`src/rtl/bl_pwm_pkg.sv`:
```
// Package: shared constants for the backlight PWM generator.
// Assumes byte-wide registers and 8-bit addresses.
package bl_pwm_pkg;
    localparam int ADDR_W   = 8;
    localparam int DATA_W   = 8;
    localparam int NUM_REGS = 3;

    // Register slots; the index also selects the stored byte.
    localparam int SLOT_DIV  = 0;
    localparam int SLOT_DUTY = 1;
    localparam int SLOT_BLEN = 2;

    localparam logic [ADDR_W-1:0] ADDR_DIV  = 8'h4B;
    localparam logic [ADDR_W-1:0] ADDR_DUTY = 8'h4E;
    localparam logic [ADDR_W-1:0] ADDR_BLEN = 8'h51;

    function automatic logic [ADDR_W-1:0] slot_addr(input int slot);
        case (slot)
            SLOT_DIV:  return ADDR_DIV;
            SLOT_DUTY: return ADDR_DUTY;
            default:   return ADDR_BLEN;
        endcase
    endfunction
endpackage

```
`src/rtl/bl_pwm_regs.sv`:
```
// Module: bl_pwm_regs
// Holds the divider, duty and backlight bytes and drives the read mux.
// Assumes one write per clock; reads are combinational; unknown addresses read zero.
module bl_pwm_regs
    import bl_pwm_pkg::*;
#(
    parameter int AW = ADDR_W,
    parameter int DW = DATA_W,
    parameter int NR = NUM_REGS
) (
    input  logic          clk,
    input  logic          rst_n,
    input  logic          wr_en,
    input  logic [AW-1:0] wr_addr,
    input  logic [DW-1:0] wr_data,
    input  logic [AW-1:0] rd_addr,
    output logic [DW-1:0] rd_data,
    output logic [DW-1:0] div_q,
    output logic [DW-1:0] duty_q,
    output logic [DW-1:0] blen_q
);
    logic [DW-1:0] store [NR];
    logic [NR-1:0] rd_hit;

    for (genvar g = 0; g < NR; g++) begin : g_reg
        localparam logic [AW-1:0] MY_ADDR = AW'(slot_addr(g));

        // Store the byte when the write targets this slot.
        always_ff @(posedge clk) begin
            if (!rst_n)
                store[g] <= '0;
            else if (wr_en && wr_addr == MY_ADDR)
                store[g] <= wr_data;
        end

        assign rd_hit[g] = (rd_addr == MY_ADDR);
    end

    // OR together the bytes of the slot hit by the read address.
    always_comb begin
        rd_data = '0;
        for (int i = 0; i < NR; i++)
            if (rd_hit[i]) rd_data = rd_data | store[i];
    end

    assign div_q  = store[SLOT_DIV];
    assign duty_q = store[SLOT_DUTY];
    assign blen_q = store[SLOT_BLEN];
endmodule

```
`src/rtl/bl_pwm_prescale.sv`:
```
// Module: bl_pwm_prescale
// Emits a one-clock tick every code+1 clocks while enabled.
// Assumes the count is held at zero while disabled; a code lowered mid-count ends the count at once.
module bl_pwm_prescale #(
    parameter int CODE_W = 7
) (
    input  logic              clk,
    input  logic              rst_n,
    input  logic              en,
    input  logic [CODE_W-1:0] code,
    output logic              tick
);
    logic [CODE_W-1:0] cnt;

    assign tick = en && (cnt >= code);

    // Count base clocks between ticks; clear while disabled.
    always_ff @(posedge clk) begin
        if (!rst_n || !en)
            cnt <= '0;
        else if (tick)
            cnt <= '0;
        else
            cnt <= cnt + 1'b1;
    end
endmodule

```
`src/rtl/bl_pwm_core.sv`:
```
// Module: bl_pwm_core
// Period counter, shadow duty and compare producing the PWM line.
// Assumes the shadow duty loads freely while disabled and only at the counter wrap while enabled.
module bl_pwm_core #(
    parameter int CNT_W = 8
) (
    input  logic             clk,
    input  logic             rst_n,
    input  logic             en,
    input  logic             tick,
    input  logic [CNT_W-1:0] duty,
    output logic             pwm,
    output logic [CNT_W-1:0] pcnt,
    output logic [CNT_W-1:0] shadow
);
    localparam logic [CNT_W-1:0] LAST = '1;

    logic wrap;
    assign wrap = tick && (pcnt == LAST);

    // Advance the period counter on each tick; hold at zero when disabled.
    always_ff @(posedge clk) begin
        if (!rst_n || !en)
            pcnt <= '0;
        else if (tick)
            pcnt <= pcnt + 1'b1;
    end

    // Take a new duty only while disabled or at a wrap.
    always_ff @(posedge clk) begin
        if (!rst_n)
            shadow <= '0;
        else if (!en || wrap)
            shadow <= duty;
    end

    assign pwm = en && (pcnt < shadow);
endmodule

```
`src/rtl/bl_pwm_top.sv`:
```
// Module: bl_pwm_top
// Register-programmed single-channel PWM with a separate backlight-enable line.
// Assumes the divider byte's top bit is the PWM enable and its low bits the ratio code.
module bl_pwm_top
    import bl_pwm_pkg::*;
(
    input  logic              clk,
    input  logic              rst_n,
    input  logic              wr_en,
    input  logic [ADDR_W-1:0] wr_addr,
    input  logic [DATA_W-1:0] wr_data,
    input  logic [ADDR_W-1:0] rd_addr,
    output logic [DATA_W-1:0] rd_data,
    output logic              pwm_out,
    output logic              bl_en
);
    localparam int CODE_W = DATA_W - 1;

    logic [DATA_W-1:0] div_q, duty_q, blen_q;
    logic              run_en;
    logic              tick;
    logic [DATA_W-1:0] pcnt, shadow;

    bl_pwm_regs #(.AW(ADDR_W), .DW(DATA_W), .NR(NUM_REGS)) u_regs (
        .clk(clk), .rst_n(rst_n), .wr_en(wr_en), .wr_addr(wr_addr),
        .wr_data(wr_data), .rd_addr(rd_addr), .rd_data(rd_data),
        .div_q(div_q), .duty_q(duty_q), .blen_q(blen_q)
    );

    assign run_en = div_q[DATA_W-1];

    bl_pwm_prescale #(.CODE_W(CODE_W)) u_pre (
        .clk(clk), .rst_n(rst_n), .en(run_en),
        .code(div_q[CODE_W-1:0]), .tick(tick)
    );

    bl_pwm_core #(.CNT_W(DATA_W)) u_core (
        .clk(clk), .rst_n(rst_n), .en(run_en), .tick(tick),
        .duty(duty_q), .pwm(pwm_out), .pcnt(pcnt), .shadow(shadow)
    );

    assign bl_en = blen_q[0];

    // Only bit 0 of the backlight byte drives a line.
    logic unused_blen;
    assign unused_blen = ^blen_q[DATA_W-1:1];
endmodule

```
`config.mk`:
```
export PLATFORM = sky130hd
export DESIGN_NAME = bl_pwm_top
export DESIGN_NICKNAME = d
export VERILOG_FILES = /design/src/rtl/bl_pwm_pkg.sv /design/src/rtl/bl_pwm_regs.sv /design/src/rtl/bl_pwm_prescale.sv /design/src/rtl/bl_pwm_core.sv /design/src/rtl/bl_pwm_top.sv
export SDC_FILE = /design/constraint.sdc
export NUM_CORES = 1
export LEC_CHECK = 0
export BUFFER_PORTS_ARGS = -buffer_cell sky130_fd_sc_hd__buf_2
export CORE_ASPECT_RATIO = 0.8
export CORE_UTILIZATION = 55
export CTS_BUF_LIST = sky130_fd_sc_hd__clkbuf_8
export DETAILED_ROUTE_END_ITERATION = 10
export GPL_TIMING_DRIVEN = 0
export HOLD_SLACK_MARGIN = 0.05
export PLACE_DENSITY = 0.75
export SETUP_SLACK_MARGIN = 0.2
export SLEW_MARGIN = 15
export SYNTH_ARGS = -nofsm -noshare
export SYNTH_HDL_FRONTEND = slang
export SYNTH_SLANG_ARGS = --single-unit
```
`constraint.sdc`:
```
create_clock -name clk -period 5.3 [get_ports clk]
set_input_delay 0 -clock clk [delete_from_list [all_inputs] [get_ports clk]]
set_output_delay 0 -clock clk [all_outputs]
set_load 0.05 [all_outputs]
```
## Word level (Yosys, flattened, before mapping)

Memory sizes are Yosys's and may differ from the RTL's.
Cells that the tools add are included.

| storage, ports and cells | value |
|---|---|
| bits in registers | 23 |
| memory bits (writable) | 24 |
| output and inout port bits | 10 |
| logic and storage cells | 47 |
| memories | 1 |

| cells by class | value |
|---|---|
| add/subtract/negate cells | 2 |
| order comparisons | 2 |
| equal/unequal tests | 7 |
| multiplexer cells | 16 |
| bitwise logic cells | 5 |
| reductions and logical operators | 11 |

Memory list:

| name | depth | width | rd ports | clocked after Yosys merged registers in | write ports | RTL line | RTL |
|---|---|---|---|---|---|---|---|
| u_regs.store | 3 | 8 | 3 | 0 | 3 | bl_pwm_regs.sv:22 | `logic [DW-1:0] store [NR];` |

Operator list:

| kind | number |
|---|---|
| equality test 8 x 7 -> 1 bit, second input constant | 6 |
| 2-to-1 mux 8 bit | 6 |
| bitwise OR 8 bit | 2 |
| 2-to-1 mux 1 bit | 10 |
| adder 8 x 1 -> 8 bit, second input constant | 1 |
| equality test 8 bit, second input constant | 1 |
| < comparator 8 bit | 1 |
| adder 7 x 1 -> 7 bit, second input constant | 1 |
| greater-or-equal comparator 7 bit | 1 |
| logical AND 1 bit | 6 |
| bitwise OR 1 bit | 3 |
| zero test 1 bit | 2 |
| logical OR 1 bit | 2 |
| OR reduction 2 bit | 1 |

## Logic depth before layout (Yosys ltp)

Gate-level depths: netlist of the first run.

| logic depth | value |
|---|---|
| word-level depth | 6 |
| gate-level depth with buffers | 8 |

## Cells and area by module

From an unflattened synthesis of the first run, not the netlist that was laid out.

| second synthesis, totals | value |
|---|---|
| cell total of the unflattened synthesis | 234 |
| area, all modules | 2605.0 µm² |

By module, submodules not included:

| module | times used | cells an instance | area an instance (µm²) | seq. area each (µm²) |
|---|---|---|---|---|
| bl_pwm_regs | 1 | 89 | 1276.2 | 720.7 |
| bl_pwm_core | 1 | 96 | 868.3 | 320.3 |
| bl_pwm_prescale | 1 | 49 | 460.4 | 140.1 |

## Least setup slack after synthesis of the first run

No wires, ideal clock.

| path | value |
|---|---|
| path kind | register to register |
| start | mem u_regs.store[0][0] in the netlist's numbering |
| end | reg u_core.shadow[0] (read register of u_regs.store) |
| library setup time | 72 ps |
| data arrival time | 1716 ps |
| data required time | 5228 ps |
| path slack | 3512 ps |
| cell stages (with the launch flop) | 7 |
| path buffers | 0 |
| path through | edfxtp_1 -> ha_1 -> nand2b_4 -> a211oi_4 -> o21bai_1 -> a31oi_4 -> mux2i_1 |

RTL lines:

| what | RTL line | RTL |
|---|---|---|
| start: declaration | bl_pwm_regs.sv:22 |  |
| end: declaration | bl_pwm_core.sv:14 | `output logic [CNT_W-1:0] shadow` |

==> results of run 1 <==
## critical path: cells and delay by family, from the launching register on
kind	cells	cell delay, ps
AO/OA/AOI/OAI	3	900
AND/OR/NAND/NOR	2	310
flip-flops	1	390
buffers and inverters	1	50
adder cells (fa/ha/maj)	1	330
## logic make-up (layout without fill, tap and decap cells)
group | after synthesis | count (layout) | synth area share, %
adder cells (fa/ha/maj) | 16 | 16 | 7.97
AND/OR/NAND/NOR | 103 | 103 | 22.2
multiplexers | 8 | 8 | 3.19
XOR/XNOR | 6 | 6 | 2.09
flip-flops | 47 | 47 | 47.0
buffers and inverters | 28 | 80 | 4.48
AO/OA/AOI/OAI | 38 | 38 | 13.0
## path summary, 6_finish.rpt
check	from	to	slack (ps)	depth (start not counted)
worst min-delay path	rst_n	u_core.pcnt[3]	110	3
worst min register to register	u_core.shadow[7]	u_core.shadow[7]	470	2
worst max register to register	u_regs.store[0][6]	u_core.pcnt[2]	3210	7
worst max-delay path	u_regs.store[0][6]	u_core.pcnt[2]	3210	7
## state kept, by name, indices dropped and copies added, names as in the netlist
signal / cells
u_core.shadow: 8
u_regs.store: 24
u_core.pcnt: 8
u_pre.cnt: 7
## metal layers
layer	track usage (%)	share of wire, %
met2	37.2	46
met1	32.8	45
met4	8.25	1.4
met5	0	0
met3	4.53	7.5
## placed cells by master, fill, tap and decap left out, types with 5 or more instances in the layout
cell type       n
o21ai_1         5
clkbuf_8        5
buf_2          36
inv_1          23
mux2i_1         8
dlygate4sd3_1   8
a21oi_1         5
a222oi_1        8
and2_1         26
dfxtp_1        23
nor2_1         18
ha_1           16
edfxtp_1       24
nand2_1        30
## per-stage QoR
step | cell area, µm² | hold WS, ps | util, % | worst slack (ps)
2_1_floorplan | 2510 | 198 | - | 3510
3_3_place_gp | 2760 | 297 | 64.5 | 3350
3_5_place_dp | 2760 | 301 | 64.5 | 3270
4_1_cts | 2960 | 97.7 | 69.0 | 3250
5_1_grt | 2960 | 139 | 69.0 | 3100
6_report | 2960 | 114 | 69.0 | 3210
## repair_timing
item / CTS / global route
hold buffers: 8 / 0
resized for setup: 0 / 0
endpoints found under the hold margin: 24 / 0
## power breakdown
group	internal, W	switching [W]	total [W]
clock network	0.000141	0.000125	0.000265
registers	0.000395	0.00000872	0.000404
logic	0.0000300	0.0000379	0.0000678
total	0.000566	0.000171	0.000737
## cell type report
type,instances,area [µm²]
fillers,330,1330
repair buffers,44,260
flip-flops and latches,47,1180
well taps,57,71.3
clock inverters,3,43.8
multi-input cells,171,1220
inverters,23,86.3
plain buffers,5,26.3
clock buffers,5,68.8
==> results.cfg, run 1 <==
[worst_setup_path]
crit_arrival_ps = 2290
cp_cell_sequence = inv_1 -> ha_1 -> and3_4 -> nand2b_4 -> o21ai_0 -> a21oi_1 -> a31o_2
crit_fanout = 4
cp-end-kind = register
required_ps = 5500
max_stage_delay_ps = 520
crit_path_top_delay_cell = o21ai_0
crit_type = reg -> reg
start_kind = register

[placement]
hpwl_um = 3890
dp_cells = 339
gp_congestion = 0.778
io_buffer_count = 36

[global_route]
grt_pass1_vias = 1882
gr-usage-all-layers_pct = 23.7
antenna_found_initial = 0
grt_pass1_wl_um = 8750
overflow = 0
grt_start_max_net_pins = 16

[floorplanning]
ios = 37
fp.dieW_um = 77.5
rows = 21
core_mm2 = 0.00428
die_y_um = 62.4
initial_core_util_pct = 58.6
dieArea_mm2 = 0.00484

[logic_synthesis]
synth_nets = 289
ys_seq_area_share_pct = 47.0
async_flop_share_pct = 0
ys_seq_elements = 47
synth_warnings = 0
syn_inst = 246
syn_area_mm2 = 0.00251
synth.most_common_cell = nand2_1
synth_top_area_share_pct = 28.7
yosys.area.top_type = edfxtp_1
ys_types = 43
synthTopCellsByCount = nand2_1 (30), and2_1 (26), edfxtp_1 (24)
yosys-top-cells-area = edfxtp_1 (29%), dfxtp_1 (18%), ha_1 (8.0%)
syn_avg_cell_area_um2 = 10.2
ys.flop_type = edfxtp_1
synth-edff-count = 24

[power]
fin_total_pwr_w = 0.000737
peakVddDrop_mv = 0.174
powerDensity_mw_per_mm2 = 250
cellLeakagePower_nw = 1.30

[clock_network]
clk_pin_slew_worst_paths_ps = 100
cts_max_path_buffers = 2
cts_tree = done
post-cts-setup-buffer-count = 0
cts.htree.levels = 2
cts-root-buf = clkbuf_8
clk_latency_ps = 310
clock-sinks = 47
cts_buffers = 5

[cells_and_area]
area_delta_synth_final_pct = 17.7
layout-drive-gt1-share_pct = 18.5
fin_cells = 355
diodes = 0
nets = 340

[timing]
final.setup.tns_ps = 0
fin_crit_sh_pct = 39.4
fin_skew_ps = 14.7
final.min_clock_period_ps = 2090
hold_viol = 0
max_slew_margin_pct = 41.1
tightestPinTransition_ps = 878
slew_viol_final = 0
setup_viol_count_final = 0
grt_setup_unrepaired = false
max_freq_mhz = 479

[hold_path]
hp-class = in -> reg

[drt]
dr.pass1.iters = 5
vias = 1970
routedWlPerCell_um = 14.7
drt_iter0_drc = 159
avgViaCountPerCell = 5.55
drtAntennaViolNets = 0
routed_wl_um = 5230
drc = 0

[run]
cap_violations = 0

[outcome]
status = finished, final reports clean
No activity file was read; power rests on OpenSTA's default activity.
==> run 2: changes to the inputs <==
--- a/config.mk
+++ b/config.mk
@@ -5,14 +5,15 @@
 export SDC_FILE = /design/constraint.sdc
 export NUM_CORES = 1
 export LEC_CHECK = 0
+export ABC_AREA = 1
 export BUFFER_PORTS_ARGS = -buffer_cell sky130_fd_sc_hd__buf_2
 export CORE_ASPECT_RATIO = 0.8
-export CORE_UTILIZATION = 55
+export CORE_UTILIZATION = 53
 export CTS_BUF_LIST = sky130_fd_sc_hd__clkbuf_8
 export DETAILED_ROUTE_END_ITERATION = 10
 export GPL_TIMING_DRIVEN = 0
 export HOLD_SLACK_MARGIN = 0.05
-export PLACE_DENSITY = 0.75
+export PLACE_DENSITY = 0.76
 export SETUP_SLACK_MARGIN = 0.2
 export SLEW_MARGIN = 15
 export SYNTH_ARGS = -nofsm -noshare
==> constraint.sdc (replaced) <==
create_clock -name clk -period 1.9 [get_ports clk]
set_input_delay 0 -clock clk [delete_from_list [all_inputs] [get_ports clk]]
set_output_delay 0 -clock clk [all_outputs]
set_load 0.05 [all_outputs]
==> run 2 against run 1 <==
Against the previous run:
- synthesized cell count rose by 32%
- register-to-register slack got worse by 3000 ps
- highest routed layer unchanged
- first-iteration DRC count fell by 35%
- count of clock-buffer cells in the layout did not move
- design area rose by 11%
- global-route usage rose by 2.8 points
- worst setup slack got worse by 3000 ps
- area after synthesis rose by 3.4%
- sequential power rose to 2.8 times the previous value
- sequential share of layout area fell by 3.7 points
- worst hold slack improved by 190 ps
- critical path depth rose by 3
==> results.cfg, run 2 <==
[cells_and_area]
largest_register_ffs = 24
nets = 426
area_delta_synth_final_pct = 26.0
layout-drive-gt1-share_pct = 26.0
final_common_cell = nand2_1
top_regs = u_regs.store x24, u_core.pcnt x8, u_core.shadow x8
mostFrequentLayoutCells = nand2_1 (61), inv_1 (49), nor2_1 (49)
diodes = 0
fin_cells = 444
regMostFlops = u_regs.store

[timing]
timing.hold.ws_ps = 302
slew_viol_final = 0
final.min_clock_period_ps = 1670
fin_crit_sh_pct = 87.9
tightestPinTransition_ps = 848
grt_setup_unrepaired = true
max_slew_margin_pct = 43.0
max_freq_mhz = 599
final.setup.tns_ps = 0
hold_viol = 0
setup_viol_count_final = 0
fin_skew_ps = 3.27

[global_route]
grt_pass1_wl_um = 10100
gr-usage-all-layers_pct = 26.5
antenna_found_initial = 0
grt_pass1_vias = 2209
overflow = 0
grt_start_max_net_pins = 16

[clock_network]
cts_max_path_buffers = 2
clk_pin_slew_worst_paths_ps = 90
cts_buffers = 5
clk_latency_ps = 310
cts_tree = done
clock-sinks = 47
cts-root-buf = clkbuf_8
cts.htree.levels = 2

[logic_synthesis]
synthTopCellsByCount = nand2_1 (67), inv_1 (56), nor2_1 (51)
synth_warnings = 0
synth-edff-count = 24
synth_top_area_share_pct = 27.7
ys_seq_area_share_pct = 45.5
async_flop_share_pct = 0
syn_inst = 325
ys_types = 28
ys.flop_type = edfxtp_1
ys_seq_elements = 47
yosys.area.top_type = edfxtp_1
synth.most_common_cell = nand2_1
yosys-top-cells-area = edfxtp_1 (28%), dfxtp_1 (18%), nand2_1 (9.7%)
synth_nets = 368
syn_area_mm2 = 0.00260
syn_avg_cell_area_um2 = 7.99

[drt]
vias = 2278
drt_iter0_drc = 104
avgViaCountPerCell = 5.13
routedWlPerCell_um = 14.1
drc = 0
routed_wl_um = 6260
drtAntennaViolNets = 0
dr.pass1.iters = 4

[worst_setup_path]
crit_path_top_delay_cell = edfxtp_1
crit_fanout = 5
start_kind = register
cp_cell_sequence = inv_2 -> ha_4 -> nand2_4 -> nor2_4 -> nand3_2 -> nand3_4 -> nand2_4 -> buf_4 -> a21oi_1 -> nor2_1
cp-end-kind = register
crit_buf_inv = 2
required_ps = 2110
max_stage_delay_ps = 360
crit_arrival_ps = 1880
crit_type = reg -> reg
cpMostUsedCell = nand2_4
critPathTopFamily = simple AND/OR/NAND/NOR gates

[outcome]
status = finished, final reports clean

[power]
powerDensity_mw_per_mm2 = 606
combPwrFrac_pct = 11.9
cellLeakagePower_nw = 1.53
clock_power_share_pct = 31.4
intPower_w = 0.00145
switching_power_w = 0.000527
fin_total_pwr_w = 0.00198
peakVddDrop_mv = 0.448
swShare_pct = 26.6
seqPwrFrac_pct = 56.7

[floorplanning]
die_y_um = 64.6
fp.dieW_um = 80.3
core_mm2 = 0.00465
ios = 37
rows = 22
dieArea_mm2 = 0.00519
initial_core_util_pct = 55.8

[placement]
dp_cells = 421
hpwl_um = 4290
gp_congestion = 0.829
io_buffer_count = 36

[run]
cap_violations = 0

[hold_path]
hp-class = in -> reg
run 2: through the flow:
stage	utilization, %	cell area (µm²)	setup WS, ps
final	70.4	3270	231
after CTS	67.5	3140	199
after global routing	70.4	3270	151
after global placement	61.4	2860	226
after floorplan	-	2600	392
after detailed placement	61.4	2860	88.1
run 2: kinds of logic after synthesis:
kind of cell / Yosys count / synth area share [%]
flip-flops: 47 / 45.5
AO/OA/AOI/OAI: 31 / 6.89
adder cells (fa/ha/maj): 16 / 7.71
buffers and inverters: 64 / 10.2
XOR/XNOR: 5 / 1.69
AND/OR/NAND/NOR: 162 / 28.1
run 2: layout make-up:
type,instances,area (µm²)
Timing Repair Buffer,51,325
Clock buffer,5,68.8
Sequential cell,47,1190
Multi-Input combinational cell,214,1330
Tap cell,60,75.1
Fill cell,381,1380
Clock inverter,3,20.0
Inverter,58,218
Buffer,6,50.0
run 2: path summary, 6_finish.rpt:
path	from	endpoint	slack [ps]	cells past startpoint
setup / recovery	u_regs.store[0][5]	u_core.shadow[0]	230	10
hold / removal	wr_addr[0]	u_regs.store[1][3]	300	4
setup reg to reg	u_regs.store[0][5]	u_core.shadow[0]	230	10
hold reg to reg	u_pre.cnt[0]	u_pre.cnt[0]	470	1
run 2: what timing repair did:
action                     4_1_cts  5_1_grt
setup endpoints to repair       23       24
hold endpoints to repair        25        0
pin swaps                        4       17
resized for setup               20       28
buffers inserted                 3        2
hold buffers                     9        0
gates cloned                     1        0
run 2: worst register-to-register path: stages, from the launching register on:
cell      delay [ps]
edfxtp_1         360
inv_2             60
ha_4             280
nand2_4           70
nor2_4           120
nand3_2          100
nand3_4          140
nand2_4           90
buf_4            170
a21oi_1          130
nor2_1            60
run 2: per-layer routing:
metal  share of wire [%]  vias to the layer above  GRT usage (%)
li1                    -                     1158              -
met1                  43                     1051           31.8
met2                  50                       59           44.2
met3                 5.3                       10           8.45
met4                 2.1                        0           9.82
met5                   0                        -              0
run 2: power groups by stage:
stage                     registers [W]  clock network [W]  logic (W)
after floorplan                 0.00114                  0   0.000120
after global placement          0.00114                  0   0.000181
after detailed placement        0.00114                  0   0.000189
after CTS                       0.00112           0.000628   0.000215
after global routing            0.00113           0.000683   0.000262
final                           0.00112           0.000622   0.000236
